===== config.mk =====
export PLATFORM = sky130hd
export DESIGN_NAME = dispatch_throttle
export DESIGN_NICKNAME = d
export VERILOG_FILES = /design/src/rtl/dt_pkg.sv /design/src/rtl/dt_stall_ctr.sv /design/src/rtl/dt_bandwidth.sv /design/src/rtl/dispatch_throttle.sv
export SDC_FILE = /design/constraint.sdc
export NUM_CORES = 1
export LEC_CHECK = 0
export BUFFER_PORTS_ARGS = -buffer_cell sky130_fd_sc_hd__buf_2
export CORE_UTILIZATION = 53
export DETAILED_ROUTE_END_ITERATION = 7
export HOLD_SLACK_MARGIN = 0.03
export PLACE_DENSITY = 0.9
export SETUP_SLACK_MARGIN = 0.2
export SYNTH_ARGS = -nofsm -noshare
export SYNTH_HDL_FRONTEND = slang
export SYNTH_SLANG_ARGS = --single-unit

===== constraint.sdc =====
create_clock -name clk -period 3.6 [get_ports clk]
set_clock_uncertainty 0.05 [all_clocks]
set_input_delay 0 -clock clk [delete_from_list [all_inputs] [get_ports clk]]
set_output_delay 0 -clock clk [all_outputs]
set_load 0.01 [all_outputs]

===== src/rtl/dt_pkg.sv =====
package dt_pkg;
    typedef enum logic [2:0] {
        SCH_OK    = 3'd0,
        SCH_QFULL = 3'd1,
        SCH_LDQ   = 3'd2,
        SCH_STQ   = 3'd3,
        SCH_GROUP = 3'd4
    } sched_code_e;

    typedef enum logic [1:0] {
        ST_FULL = 2'd0,
        ST_BUSY = 2'd1,
        ST_TAIL = 2'd2
    } bw_state_e;

    localparam int NUM_STALL = 6;
    localparam int IDX_RENAME = 0;
    localparam int IDX_RETIRE = 1;
    localparam int IDX_SCHED0 = 2;
endpackage


===== src/rtl/dt_stall_ctr.sv =====
module dt_stall_ctr #(
    parameter int CNT_W = 16
) (
    input  logic             clk,
    input  logic             rst_n,
    input  logic             inc,
    output logic [CNT_W-1:0] cnt
);
    localparam logic [CNT_W-1:0] CNT_MAX = {CNT_W{1'b1}};

    always_ff @(posedge clk) begin
        if (!rst_n)
            cnt <= '0;
        else if (inc && cnt != CNT_MAX)
            cnt <= cnt + 1'b1;
    end


    sat_hold_chk: assert property (@(posedge clk) disable iff (!rst_n)
        (cnt == CNT_MAX) |=> (cnt == CNT_MAX));


    step_one_chk: assert property (@(posedge clk) disable iff (!rst_n)
        1'b1 |=> (cnt == $past(cnt) || cnt == $past(cnt) + 1'b1));
endmodule


===== src/rtl/dt_bandwidth.sv =====
module dt_bandwidth
    import dt_pkg::*;
#(
    parameter int WIDTH = 4,
    parameter int UOP_W = 4,
    localparam int AW   = $clog2(WIDTH + 1)
) (
    input  logic             clk,
    input  logic             rst_n,
    input  logic [UOP_W-1:0] req_uops,
    input  logic             take,
    output logic             fits,
    output logic [AW-1:0]    avail,
    output logic [UOP_W-1:0] carry,
    output bw_state_e        state
);
    localparam logic [UOP_W-1:0] WID_U = UOP_W'(WIDTH);
    localparam logic [AW-1:0]    WID_A = AW'(WIDTH);

    bw_state_e        state_q, state_n;
    logic [UOP_W-1:0] carry_q, carry_n;
    logic             wide;

    assign wide = (req_uops > WID_U);

    // state register
    always_ff @(posedge clk) begin
        if (!rst_n) begin
            state_q <= ST_FULL;
            carry_q <= '0;
        end else begin
            state_q <= state_n;
            carry_q <= carry_n;
        end
    end

    // next state
    always_comb begin
        carry_n = carry_q;
        unique case (state_q)
            ST_FULL: carry_n = (take && wide) ? (req_uops - WID_U) : '0;
            ST_BUSY: carry_n = carry_q - WID_U;
            ST_TAIL: carry_n = '0;
            default: carry_n = '0;
        endcase
        if (carry_n == '0)
            state_n = ST_FULL;
        else if (carry_n > WID_U)
            state_n = ST_BUSY;
        else
            state_n = ST_TAIL;
    end

    // outputs
    always_comb begin
        avail = '0;
        fits  = 1'b0;
        unique case (state_q)
            ST_FULL: begin
                avail = WID_A;
                fits  = 1'b1;
            end
            ST_BUSY: begin
                avail = '0;
                fits  = 1'b0;
            end
            ST_TAIL: begin
                avail = WID_A - AW'(carry_q);
                fits  = !wide && (req_uops <= UOP_W'(avail));
            end
            default: begin
                avail = '0;
                fits  = 1'b0;
            end
        endcase
    end

    assign carry = carry_q;
    assign state = state_q;


    busy_drain_chk: assert property (@(posedge clk) disable iff (!rst_n)
        (state_q == ST_BUSY) |=> (carry_q == $past(carry_q) - WID_U));


    tail_clear_chk: assert property (@(posedge clk) disable iff (!rst_n)
        (state_q == ST_TAIL) |=> (carry_q == '0));
endmodule


===== src/rtl/dispatch_throttle.sv =====
module dispatch_throttle
    import dt_pkg::*;
#(
    parameter int DISP_WIDTH = 4,
    parameter int UOP_W      = 4,
    parameter int TOKEN_W    = 5,
    parameter int TAG_W      = 6,
    parameter int CNT_W      = 16,
    localparam int AW        = $clog2(DISP_WIDTH + 1)
) (
    input  logic                       clk,
    input  logic                       rst_n,
    input  logic                       in_valid,
    input  logic [UOP_W-1:0]           in_uops,
    input  logic [TAG_W-1:0]           in_tag,
    input  logic                       rename_ok,
    input  logic                       retire_ok,
    input  logic [2:0]                 sched_code,
    output logic                       in_ready,
    output logic                       rsv_valid,
    output logic [UOP_W-1:0]           rsv_uops,
    input  logic [TOKEN_W-1:0]         rsv_token,
    output logic                       out_valid,
    output logic [TAG_W-1:0]           out_tag,
    output logic [TOKEN_W-1:0]         out_token,
    output logic [UOP_W-1:0]           out_uops,
    output logic [AW-1:0]              avail_entries,
    output logic [UOP_W-1:0]           carry_uops,
    output logic [NUM_STALL*CNT_W-1:0] stall_cnt
);
    localparam logic [UOP_W-1:0] WID_U = UOP_W'(DISP_WIDTH);

    logic                 bw_fits;
    logic                 res_ok;
    logic                 fire;
    logic [NUM_STALL-1:0] inc;
    bw_state_e            bw_state;

    dt_bandwidth #(
        .WIDTH (DISP_WIDTH),
        .UOP_W (UOP_W)
    ) bw_i (
        .clk      (clk),
        .rst_n    (rst_n),
        .req_uops (in_uops),
        .take     (fire),
        .fits     (bw_fits),
        .avail    (avail_entries),
        .carry    (carry_uops),
        .state    (bw_state)
    );

    assign res_ok    = rename_ok && retire_ok && (sched_code == SCH_OK);
    assign fire      = in_valid && bw_fits && res_ok;
    assign in_ready  = fire;
    assign rsv_valid = fire;
    assign rsv_uops  = in_uops;

    // stall attribution, one reason per cycle
    always_comb begin
        inc = '0;
        if (in_valid && bw_fits) begin
            if (!rename_ok)
                inc[IDX_RENAME] = 1'b1;
            else if (!retire_ok)
                inc[IDX_RETIRE] = 1'b1;
            else begin
                unique case (sched_code)
                    SCH_QFULL: inc[IDX_SCHED0]     = 1'b1;
                    SCH_LDQ:   inc[IDX_SCHED0 + 1] = 1'b1;
                    SCH_STQ:   inc[IDX_SCHED0 + 2] = 1'b1;
                    SCH_GROUP: inc[IDX_SCHED0 + 3] = 1'b1;
                    default:   inc = '0;
                endcase
            end
        end
    end

    for (genvar k = 0; k < NUM_STALL; k++) begin : g_ctr
        dt_stall_ctr #(.CNT_W(CNT_W)) ctr_i (
            .clk   (clk),
            .rst_n (rst_n),
            .inc   (inc[k]),
            .cnt   (stall_cnt[k*CNT_W +: CNT_W])
        );
    end

    always_ff @(posedge clk) begin
        if (!rst_n) begin
            out_valid <= 1'b0;
            out_tag   <= '0;
            out_token <= '0;
            out_uops  <= '0;
        end else begin
            out_valid <= fire;
            if (fire) begin
                out_tag   <= in_tag;
                out_token <= rsv_token;
                out_uops  <= in_uops;
            end
        end
    end


    busy_block_chk: assert property (@(posedge clk) disable iff (!rst_n)
        (carry_uops > WID_U) |-> !in_ready);


    wide_carry_chk: assert property (@(posedge clk) disable iff (!rst_n)
        (in_ready && in_uops > WID_U) |=> (carry_uops == $past(in_uops) - WID_U));


    token_fwd_chk: assert property (@(posedge clk) disable iff (!rst_n)
        in_ready |=> (out_valid && out_token == $past(rsv_token) && out_tag == $past(in_tag)));


    no_stall_on_fire_chk: assert property (@(posedge clk) disable iff (!rst_n)
        in_ready |=> $stable(stall_cnt));


    sched_code_legal_chk: assert property (@(posedge clk) disable iff (!rst_n)
        in_valid |-> (sched_code <= 3'd4));
endmodule


==> impl_metrics.tcl <==
set metrics [dict create \
    outcome "finished, final reports clean" \
    clk_path_buf_depth 2 \
    clk_latency_ns 0.50 \
    powerDensity_nw_per_um2 439 \
    ys_async_sr_fraction_pct 0 \
    cts_num_sinks 118 \
    rsz0062_at_grt "no" \
    portBuffers 147 \
    fin_crit_sh_pct 90.4 \
    fmax_mhz 307 \
    grt.overflow.total 0 \
    max_slew_margin_pct 43.6 \
    core_area_um2 10400 \
    syn_avg_cell_area_um2 8.45 \
    final_hold_viol_count 0 \
    reg2reg_setup_slack_ns 0.35 \
    dp_hpwl_um 9890 \
    cts-buffers-inserted 17 \
    io_pins 148 \
    antenna_found_initial 0 \
    ys_seq_area_share_pct 41.3 \
    cp-end-kind "flop" \
    dieArea_um2 11200 \
    start_util_pct 55.1 \
    synth_edf_count 0 \
    cp-start-kind "flop" \
    power.total_mw 3.25 \
    crit_start "bw_i.carry[0]" \
    netlist_instances 676 \
    synth_top_cell_by_area "dfxtp_1" \
    grt_pass1_vias 5060 \
    die_x_um 106 \
    grt_pass1_wl_um 23900 \
    synthFlopType "dfxtp_1" \
    timing.rr.start "bw_i.carry[0]" \
    rows 37 \
    final.min_clock_period_ns 3.25 \
    antenna_cells 0 \
    post-place-ws_ns 0.397 \
    dpl.cell_count 936 \
    htree_levels 4 \
    syn2layout_area_growth_pct 29.4 \
    gp_congestion 0.821 \
    crit_arrival_ns 3.61 \
    detail-route-antenna-nets 0 \
    drt-initial-drc-count 275 \
    grt_max_degree 49 \
    vias 5466 \
    worstSetupPathType "reg -> reg" \
    ys_ff_latch 118 \
    yosysUniqueCellTypes 53 \
    final_layout_size_suffix_gt1_share_pct 23.1 \
    slew_viol_final 0 \
    dr.pass1.iters 5 \
    power.leakage_nw 3.27 \
    clk_pin_slew_ns 0.06 \
    tns_ns 0 \
    netlist_area_um2 5720 \
    wl_per_cell_um 14.7 \
    drt_wl_total_um 14600 \
    required_ns 3.95 \
    synth_area_leaders "dfxtp_1 (41%), nor2_1 (7.5%), xor2_1 (6.1%), xnor2_1 (5.1%), nand3_1 (4.0%)" \
    layout.cells.non_filler 989 \
    fin_nets 874 \
    setup_violations 0 \
    cap_viol_max_count 0 \
    tightest_slew_ns 0.843 \
    worstHoldPathType "in -> reg" \
    ys_warn_count 0 \
    die_y_um 106 \
    cts_setup_buffers 0 \
    cts_tree "yes" \
    grtUsageTotal_pct 26.5 \
    post_drt_via_cell_ratio 5.53 \
    worstHoldStart "in_valid" \
    setup_slack_ns 0.347 \
    drc 0 \
    synth_top_area_share_pct 41.3 \
    peakVddDrop_uv 322 \
    cts-root-buf "clkbuf_8" \
    synth_fp_nets 710 \
    crit_path_max_fanout 12 \
]
-- sequential cells by signal, summed over array words and instances (netlist names) --
register and cells:
out_valid 1, bw_i.carry 4, g_ctr.ctr_i.cnt 96, out_token 5
out_tag 6, bw_i.state 2, out_uops 4
-- what timing repair did --
item,4_1_cts,5_1_grt
endpoints found under the hold margin,40,0
hold buffers,21,0
endpoints found under the setup margin,0,2
resized for setup,0,1
-- power by group --
group | internal, mW | switching, mW | total [mW]
clock network | 1.21 | 0.600 | 1.81
registers | 1.31 | 0.00487 | 1.32
logic | 0.0479 | 0.0724 | 0.120
-- layer usage --
layer | vias up | GRT usage, % | share of wire, %
li1 | 2714 | - | -
met1 | 2570 | 32.8 | 44
met2 | 171 | 45.9 | 50
met3 | 11 | 6.31 | 5.5
met4 | 0 | 7.44 | 0.69
met5 | - | 0 | 0
-- metrics by stage --
step | cell area (um^2) | util [%] | hold slack, ns
floorplan | 5720 | - | 0.0418
global placement | 6550 | 63.1 | 0.187
finish | 7400 | 71.3 | 0.0667
global route | 7400 | 71.3 | 0.0683
detailed placement | 6550 | 63.1 | 0.198
CTS | 7390 | 71.3 | 0.0360
-- final timing paths --
path	depth (start not counted)	endpoint
max reg2reg	10	g_ctr[2].ctr_i.cnt[13]
min	5	bw_i.carry[0]
min reg2reg	2	out_uops[0]
max	10	g_ctr[2].ctr_i.cnt[13]
-- synthesized netlist by cell type, drive strengths merged (3+ instances only) --
library cell  number
nor4              15
a31oi              3
nor2             114
ha                11
and2               6
nand2b             4
and3              19
or4                3
nand4             37
a21oi             19
and3b              3
and4              12
xor2              40
inv               14
o211a              3
nand2             47
o211ai             4
clkbuf            23
or3                6
nor3b              5
nand3             46
mux2i             19
xnor2             33
o31ai              5
nor3              19
o21a               3
o21ai             14
dfxtp            118
o21bai             5
buf                7
-- area by class of cell --
cell class,count,area (um^2)
clock buffer,20,435
clock inverter,12,201
fill,828,2970
inverter,14,53.8
multi-input combinational,514,3180
sequential,118,2360
tap,136,170
timing repair buffer,175,998
-- worst max-delay path: stages (launching register included) --
cell and delay (ns):
dfxtp_1 0.36, inv_1 0.09, ha_1 0.21, xnor2_1 0.14, ha_1 0.34, nand3_1 0.16
o21a_1 0.20, a211o_1 0.47, or4b_4 0.60, or3_1 0.37, a21oi_1 0.16
-- kinds of logic after synthesis --
group / after synthesis / synth area share, %
compound gates: 63 / 7.05
xor+xnor: 73 / 11.2
fa+ha+maj: 11 / 2.41
buf+inv: 44 / 3.26
flops: 118 / 41.3
mux: 19 / 3.33
simple gates: 348 / 31.4
-- layout by cell type, fill, tap and decap left out, types with 4 or more instances in the layout --
cell type / synthesis / layout
nand3_1: 46 / 46
xor2_1: 40 / 40
mux2i_1: 19 / 19
bufinv_16: 0 / 5
a21oi_1: 19 / 18
and3_1: 19 / 19
o21bai_1: 5 / 5
nor3b_1: 4 / 4
buf_2: 2 / 147
nand2b_1: 4 / 4
dfxtp_1: 118 / 118
and2_1: 5 / 5
o31ai_1: 5 / 5
xnor2_1: 33 / 33
nor4_1: 15 / 15
nand4_1: 36 / 36
clkbuf_16: 0 / 16
dlygate4sd3_1: 0 / 21
inv_1: 13 / 13
nor2_1: 114 / 114
or3_1: 6 / 6
ha_1: 11 / 11
nand2_1: 47 / 47
buf_4: 5 / 7
nor3_1: 18 / 18
and4_1: 12 / 12
o21ai_0: 13 / 13
Note: power is estimated with default switching activity, not from simulation.
